`config.mk`:
```
export PLATFORM = sky130hd
export DESIGN_NAME = nvs_store_seq
export DESIGN_NICKNAME = d
export VERILOG_FILES = /design/src/rtl/nvs_pkg.sv /design/src/rtl/nvs_busy_timer.sv /design/src/rtl/nvs_req_gate.sv /design/src/rtl/nvs_data_array.sv /design/src/rtl/nvs_store_seq.sv
export SDC_FILE = /design/constraint.sdc
export NUM_CORES = 1
export LEC_CHECK = 0
export CORE_MARGIN = 2
export CORE_UTILIZATION = 25
export CTS_CLUSTER_DIAMETER = 120
export DETAILED_ROUTE_END_ITERATION = 6
export PLACE_DENSITY_LB_ADDON = 0.1
export SLEW_MARGIN = 30
export SYNTH_ARGS = -nofsm -noshare
export SYNTH_HDL_FRONTEND = slang
export SYNTH_SLANG_ARGS = --single-unit
export TNS_END_PERCENT = 20
```
`constraint.sdc`:
```
create_clock -name clk -period 4.5 [get_ports clk]
set_input_delay 0.9 -clock clk [delete_from_list [all_inputs] [get_ports clk]]
set_output_delay 0.9 -clock clk [all_outputs]
set_load 0.05 [all_outputs]
```
`src/rtl/nvs_pkg.sv`:
```
// Shared types for the nonvolatile store sequencer.
// Assumes the request kind arrives on a 2-bit field.
package nvs_pkg;

    typedef enum logic [1:0] {
        KIND_HOST_WRITE = 2'd0,
        KIND_COPY_ONE   = 2'd1,
        KIND_COPY_ALL   = 2'd2,
        KIND_NONE       = 2'd3
    } store_kind_e;

    // Status byte seen by the serial front end: only the low bit is live.
    function automatic logic [7:0] make_status(input logic busy_bit);
        return {7'b000_0000, busy_bit};
    endfunction

endpackage

```
`src/rtl/nvs_busy_timer.sv`:
```
// Busy window timer. A start pulse loads BUSY_CYCLES. Busy is high while the
// count is nonzero. Last marks the final busy cycle.
// Assumes start never arrives while busy (the request gate guarantees it).
module nvs_busy_timer #(
    parameter int BUSY_CYCLES = 50
) (
    input  logic clk,
    input  logic rst_n,
    input  logic start,
    output logic busy,
    output logic last
);
    localparam int CW = $clog2(BUSY_CYCLES + 1);

    logic [CW-1:0] count_q;

    // Load on start, count down while running.
    always_ff @(posedge clk) begin
        if (!rst_n) begin
            count_q <= '0;
        end else if (start) begin
            count_q <= CW'(BUSY_CYCLES);
        end else if (count_q != '0) begin
            count_q <= count_q - 1'b1;
        end
    end

    assign busy = (count_q != '0);
    assign last = (count_q == CW'(1));

    // Independent length checker: counts consecutive busy cycles.
    logic [CW:0] chk_len_q;

    // Run-length counter for the window-length assertion.
    always_ff @(posedge clk) begin
        if (!rst_n) chk_len_q <= '0;
        else        chk_len_q <= busy ? chk_len_q + 1'b1 : '0;
    end

    p_window_len_r2: assert property (@(posedge clk) disable iff (!rst_n)
        $fell(busy) |-> (chk_len_q == (CW+1)'(BUSY_CYCLES)));

    p_no_restart_r7: assert property (@(posedge clk) disable iff (!rst_n)
        busy |-> !start);

endmodule

```
`src/rtl/nvs_req_gate.sv`:
```
// Request gate. It sorts each store request into accept, write-protect block,
// busy reject, or ignore. For an accepted request it builds the per-pot write
// mask and write data and keeps a latched copy for a commit at window end.
// Assumes requests are single-cycle strobes.
module nvs_req_gate
    import nvs_pkg::*;
#(
    parameter int NPOT = 2,
    parameter int NREG = 4,
    parameter int W    = 8,
    parameter int PW   = 1,
    parameter int RW   = 2
) (
    input  logic            clk,
    input  logic            rst_n,
    input  logic            wp_n,
    input  logic            busy,
    input  logic            req_valid,
    input  store_kind_e     req_kind,
    input  logic [PW-1:0]   req_pot,
    input  logic [RW-1:0]   req_reg,
    input  logic [W-1:0]    req_data,
    input  logic [NPOT*W-1:0] wiper_flat,
    output logic            start,
    output logic [NPOT-1:0] now_mask,
    output logic [RW-1:0]   now_reg,
    output logic [NPOT*W-1:0] now_data,
    output logic [NPOT-1:0] held_mask,
    output logic [RW-1:0]   held_reg,
    output logic [NPOT*W-1:0] held_data,
    output logic            accept_q,
    output logic            blocked_q,
    output logic            reject_q
);
    logic live_req;

    assign live_req = req_valid && (req_kind != KIND_NONE);
    assign start    = live_req && !busy && wp_n;
    assign now_reg  = req_reg;

    // Per-pot mask and data for the request on the inputs.
    for (genvar p = 0; p < NPOT; p++) begin : g_pot
        always_comb begin : c_pot_sel
            now_mask[p] = (req_kind == KIND_COPY_ALL) ||
                          ((req_kind != KIND_NONE) && (req_pot == PW'(p)));
            now_data[p*W +: W] = (req_kind == KIND_HOST_WRITE) ? req_data
                                                               : wiper_flat[p*W +: W];
        end
    end

    // Outcome pulses and sticky reject flag.
    always_ff @(posedge clk) begin
        if (!rst_n) begin
            accept_q  <= 1'b0;
            blocked_q <= 1'b0;
            reject_q  <= 1'b0;
        end else begin
            accept_q  <= start;
            blocked_q <= live_req && !busy && !wp_n;
            if (live_req && busy) reject_q <= 1'b1;
        end
    end

    // Latch the accepted store for a deferred commit.
    always_ff @(posedge clk) begin
        if (!rst_n) begin
            held_mask <= '0;
            held_reg  <= '0;
            held_data <= '0;
        end else if (start) begin
            held_mask <= now_mask;
            held_reg  <= now_reg;
            held_data <= now_data;
        end
    end

    p_sticky_r7: assert property (@(posedge clk) disable iff (!rst_n)
        (live_req && busy) |=> reject_q);

    p_wp_blocks_r6: assert property (@(posedge clk) disable iff (!rst_n)
        (live_req && !wp_n) |=> !accept_q);

endmodule

```
`src/rtl/nvs_data_array.sv`:
```
// Data register array: NREG registers of W bits per pot. A write updates the
// registers at index wr_reg in every pot whose mask bit is set.
// Assumes rd_pot and rd_reg are within range. Out-of-range reads return 0.
module nvs_data_array #(
    parameter int NPOT = 2,
    parameter int NREG = 4,
    parameter int W    = 8,
    parameter int PW   = 1,
    parameter int RW   = 2
) (
    input  logic              clk,
    input  logic              rst_n,
    input  logic              wr_en,
    input  logic [NPOT-1:0]   wr_mask,
    input  logic [RW-1:0]     wr_reg,
    input  logic [NPOT*W-1:0] wr_data,
    input  logic [PW-1:0]     rd_pot,
    input  logic [RW-1:0]     rd_reg,
    output logic [W-1:0]      rd_data
);
    logic [W-1:0] mem_q [NPOT][NREG];

    for (genvar p = 0; p < NPOT; p++) begin : g_pot
        for (genvar r = 0; r < NREG; r++) begin : g_reg
            // Storage cell for pot p, register r.
            always_ff @(posedge clk) begin
                if (!rst_n) begin
                    mem_q[p][r] <= '0;
                end else if (wr_en && wr_mask[p] && (wr_reg == RW'(r))) begin
                    mem_q[p][r] <= wr_data[p*W +: W];
                end
            end
        end
    end

    // Read mux with range guard.
    always_comb begin
        rd_data = '0;
        for (int p = 0; p < NPOT; p++) begin
            for (int r = 0; r < NREG; r++) begin
                if ((rd_pot == PW'(p)) && (rd_reg == RW'(r))) rd_data = mem_q[p][r];
            end
        end
    end

endmodule

```
`src/rtl/nvs_store_seq.sv`:
```
// Nonvolatile store sequencer top. It joins the request gate, busy timer and
// data array. COMMIT_AT_END picks whether the write lands on the first or the
// last edge of the busy window. Assumes wiper values are stable in the request
// cycle.
module nvs_store_seq
    import nvs_pkg::*;
#(
    parameter int NPOT          = 2,
    parameter int NREG          = 4,
    parameter int W             = 8,
    parameter int BUSY_CYCLES   = 50,
    parameter bit COMMIT_AT_END = 1'b1,
    localparam int PW = (NPOT > 1) ? $clog2(NPOT) : 1,
    localparam int RW = (NREG > 1) ? $clog2(NREG) : 1
) (
    input  logic              clk,
    input  logic              rst_n,
    input  logic              wp_n,
    input  logic              req_valid,
    input  logic [1:0]        req_kind,
    input  logic [PW-1:0]     req_pot,
    input  logic [RW-1:0]     req_reg,
    input  logic [W-1:0]      req_data,
    input  logic [NPOT*W-1:0] wiper_flat,
    input  logic [PW-1:0]     rd_pot,
    input  logic [RW-1:0]     rd_reg,
    output logic [W-1:0]      rd_data,
    output logic              busy,
    output logic [7:0]        status_byte,
    output logic              store_accepted,
    output logic              store_blocked,
    output logic              reject_seen
);
    logic              start, last;
    logic [NPOT-1:0]   now_mask, held_mask, wr_mask;
    logic [RW-1:0]     now_reg, held_reg, wr_reg;
    logic [NPOT*W-1:0] now_data, held_data, wr_data;
    logic              wr_en;

    nvs_req_gate #(.NPOT(NPOT), .NREG(NREG), .W(W), .PW(PW), .RW(RW)) u_gate (
        .clk       (clk),
        .rst_n     (rst_n),
        .wp_n      (wp_n),
        .busy      (busy),
        .req_valid (req_valid),
        .req_kind  (store_kind_e'(req_kind)),
        .req_pot   (req_pot),
        .req_reg   (req_reg),
        .req_data  (req_data),
        .wiper_flat(wiper_flat),
        .start     (start),
        .now_mask  (now_mask),
        .now_reg   (now_reg),
        .now_data  (now_data),
        .held_mask (held_mask),
        .held_reg  (held_reg),
        .held_data (held_data),
        .accept_q  (store_accepted),
        .blocked_q (store_blocked),
        .reject_q  (reject_seen)
    );

    nvs_busy_timer #(.BUSY_CYCLES(BUSY_CYCLES)) u_timer (
        .clk  (clk),
        .rst_n(rst_n),
        .start(start),
        .busy (busy),
        .last (last)
    );

    if (COMMIT_AT_END) begin : g_late
        // Commit the latched store on the final busy edge.
        always_comb begin
            wr_en   = last;
            wr_mask = held_mask;
            wr_reg  = held_reg;
            wr_data = held_data;
        end
    end else begin : g_early
        // Commit the incoming store on the accepting edge.
        always_comb begin
            wr_en   = start;
            wr_mask = now_mask;
            wr_reg  = now_reg;
            wr_data = now_data;
        end
    end

    nvs_data_array #(.NPOT(NPOT), .NREG(NREG), .W(W), .PW(PW), .RW(RW)) u_array (
        .clk    (clk),
        .rst_n  (rst_n),
        .wr_en  (wr_en),
        .wr_mask(wr_mask),
        .wr_reg (wr_reg),
        .wr_data(wr_data),
        .rd_pot (rd_pot),
        .rd_reg (rd_reg),
        .rd_data(rd_data)
    );

    assign status_byte = make_status(busy);

    p_rise_with_accept_r10: assert property (@(posedge clk) disable iff (!rst_n)
        $rose(busy) |-> store_accepted);

    p_rise_needs_wp_r6: assert property (@(posedge clk) disable iff (!rst_n)
        $rose(busy) |-> $past(wp_n));

    p_write_in_window_r8: assert property (@(posedge clk) disable iff (!rst_n)
        wr_en |-> (COMMIT_AT_END ? busy : !busy));

    p_status_low_bit_r9: assert property (@(posedge clk) disable iff (!rst_n)
        status_byte[0] == busy);

endmodule

```
==> flow_metrics.py <==
metrics = {
    "power": {
        "power_density_nw_per_um2": 441.4,
        "p_leak_nw": 2.030,
        "ir_drop_mv": 0.2140,
    },
    "sta": {
        "skew_ns": 0.008078,
        "finalHoldViolations": 0,
        "finalCriticalPeriod_ns": 3.936,
        "period_share": 0.8747,
        "rsz0062_at_grt": "no",
        "setup_viol_count_final": 0,
        "slew_violations": 0,
        "fin_ws_ns": 0.5640,
        "setup-tns-final_ns": 0,
        "tightest_slew_ns": 0.6630,
        "max_freq_mhz": 254.1,
        "relSlewSlack": 0.5566,
    },
    "final_layout": {
        "largest_reg_flops": 64,
        "area_growth_pct": 22.95,
        "final_cells": 677,
        "utilization": 0.3147,
        "most-common-layout-cells": "nor2_1, edfxtp_1, nand2_1",
        "largest_registers": "u_array.mem_q (64), u_gate.held_data (16), u_timer.count_q (6)",
        "antenna_cells": 0,
        "final_common_cell": "nor2_1",
        "final_nets": 486,
        "drive_above_1_share": 0.1372,
        "regMostFlops": "u_array.mem_q",
    },
    "detailed_routing": {
        "detail_route.wl_per_cell_um": 16.35,
        "vias": 2996,
        "drt_pass1_iterations": 5,
        "wirelength_mm": 11.07,
        "avgViaCountPerCell": 4.425,
        "ant_nets": 0,
        "drt_iter0_markers": 155,
        "drc": 0,
    },
    "global_routing": {
        "first_global_vias": 3017,
        "grt_overflow": 0,
        "grt_pass1_wl_mm": 17.31,
        "antenna_found_initial": 0,
        "grt_max_degree": 56,
        "grt_usage": 0.1257,
    },
    "worst_setup_path": {
        "reg2reg_depth": 4,
        "crit_slowest_cell": "clkdlybuf4s50_1",
        "max_stage_delay_ns": 0.89,
        "rrSetupSlack_ns": 2.24,
        "path_cells": "clkdlybuf4s50_1 -> mux2i_1 -> or2_2 -> a21o_1 -> a32oi_1 -> buf_12",
        "crit_required_ns": 3.60,
        "startpoint_type": "primary input",
        "worst-path-buf-inv": 2,
        "reg2reg_from": "u_timer.count_q[3]$_SDFFE_PP0P_",
        "crit_end": "rd_data[7]",
        "rr_endpoint": "u_array.mem_q[1][6]$_SDFFCE_PN0P_",
        "worstPathArrival_ns": 3.04,
        "worstSetupPathType": "in2out",
        "end_kind": "output pin",
        "crit_family": "buffers and inverters",
        "startpoint": "rd_reg[1]",
        "crit_fanout": 13,
        "cp.depth": 6,
    },
    "clock_network": {
        "path_clk_slew_ns": 0.07,
        "postCtsSetupBuffers": 0,
        "clock-root-buffer": "clkbuf_16",
        "cts_sinks": 93,
        "clock_latency_ns": 0.35,
        "htreeDepth": 3,
        "postCtsHoldBufs": 0,
        "cts_buffers": 9,
        "cts_tree": "done",
        "cts_resized": 0,
        "cts_buffer_depth": 2,
    },
    "min_path": {
        "hold_path_class": "reg2reg",
        "hp-start": "u_gate.held_mask[0]$_SDFFE_PN0P_",
    },
    "logic_synthesis": {
        "yosys_most_used_dff": "edfxtp_1",
        "netlist_instances": 412,
        "ys_warn_count": 0,
        "synth_area_per_cell_um2": 10.74,
        "ys_seq_area_frac": 0.5653,
        "synth-edff-count": 64,
        "synthDistinctLibCells": 44,
        "ys_ff_latch": 93,
        "synth.cell_area_um2": 4427,
        "async_reset_ff_frac": 0,
    },
    "place": {
        "hpwl_mm": 8.031,
        "place.gp.congestion": 0.7407,
        "place_inst": 661,
        "io_buffers": 48,
        "post-place-ws_ns": 0.4964,
    },
    "die": {
        "dieArea_um2": 18790,
        "ios": 56,
        "fp.dieW_um": 137.1,
        "die_h_um": 137.1,
        "start_util": 0.2559,
        "core-area_um2": 17300,
        "num_rows": 48,
    },
    "run_status": {
        "outcome": "finished clean",
    },
    "job": {
        "drv_cap": 0,
    },
}
## cells by family after synthesis
| kind of cell | Yosys count | synth area share |
|---|---|---|
| simple gates | 178 | 0.1984 |
| buf+inv | 39 | 0.05313 |
| mux | 31 | 0.07462 |
| compound gates | 65 | 0.09526 |
| flops | 93 | 0.5653 |
| xor+xnor | 2 | 0.003958 |
| fa+ha+maj | 3 | 0.008480 |
| other cells | 1 | 0.0008471 |
## where the power goes
part           switching [mW]  leakage (nW)  internal (mW)
Combinational           0.304         0.967          0.206
Clock                   0.364         0.166          0.503
Sequential             0.0501         0.897          0.975
Total                   0.718          2.03           1.68
## worst min path at each step
stage / end / slack, ns / cells past startpoint
floorplan: u_gate.held_mask[0]$_SDFFE_PN0P_ / 0.43 / 2
global placement: u_gate.held_mask[0]$_SDFFE_PN0P_ / 0.46 / 2
global route: u_gate.held_mask[0]$_SDFFE_PN0P_ / 0.52 / 2
finish: u_gate.held_mask[0]$_SDFFE_PN0P_ / 0.49 / 2
CTS: u_gate.held_mask[0]$_SDFFE_PN0P_ / 0.49 / 2
detailed placement: u_gate.held_mask[0]$_SDFFE_PN0P_ / 0.48 / 2
## through the flow
| step | area [um2] | hold slack [ns] | total power, mW |
|---|---|---|---|
| final | 5443 | 0.4856 | 2.402 |
| after global routing | 5443 | 0.5234 | 2.511 |
| after floorplan | 4449 | 0.4315 | 1.409 |
| after global placement | 5104 | 0.4555 | 1.558 |
| after detailed placement | 5104 | 0.4753 | 1.562 |
| after CTS | 5440 | 0.4857 | 2.432 |
## routing by layer
| layer | global-route usage | wire, um | vias up |
|---|---|---|---|
| met5 | 0 | 0 | - |
| met4 | 0.03780 | 142 | 0 |
| met3 | 0.02519 | 352 | 8 |
| met2 | 0.1990 | 5049 | 59 |
| met1 | 0.1732 | 5524 | 1419 |
| li1 | - | - | 1510 |
## area by class of cell
| cell class | count | area [um2] |
|---|---|---|
| Clock buffer | 9 | 225.2 |
| Clock inverter | 7 | 111.4 |
| Fill cell | 1781 | 11850 |
| Inverter | 4 | 15.01 |
| Multi-Input combinational cell | 286 | 1712 |
| Sequential cell | 93 | 2502 |
| Tap cell | 225 | 281.5 |
| Timing Repair Buffer | 53 | 595.6 |
## worst min-delay path: cells and delay by family, from the launching register on
kind,cells,cell delay (ns)
AO/OA/AOI/OAI,1,0.06
flip-flops,1,0.32
AND/OR/NAND/NOR,1,0.06
## cell usage after synthesis, types with 4 or more instances
cell type / n / share of area
nor2_1: 69 / 0.059
edfxtp_1: 64 / 0.43
nand2_1: 49 / 0.042
dfxtp_1: 29 / 0.13
nand3_1: 23 / 0.026
o21ai_0: 20 / 0.023
mux2_2: 16 / 0.041
mux2i_1: 15 / 0.034
buf_4: 14 / 0.024
buf_2: 11 / 0.012
nor2b_1: 10 / 0.014
o21ai_1: 8 / 0.0090
a21o_1: 7 / 0.012
a21oi_1: 7 / 0.0079
a22o_1: 7 / 0.014
a32oi_1: 7 / 0.014
or2_2: 7 / 0.0099
clkbuf_1: 6 / 0.0051
inv_1: 4 / 0.0034
nand3b_4: 4 / 0.018
No activity file was read; power rests on OpenSTA's default activity.
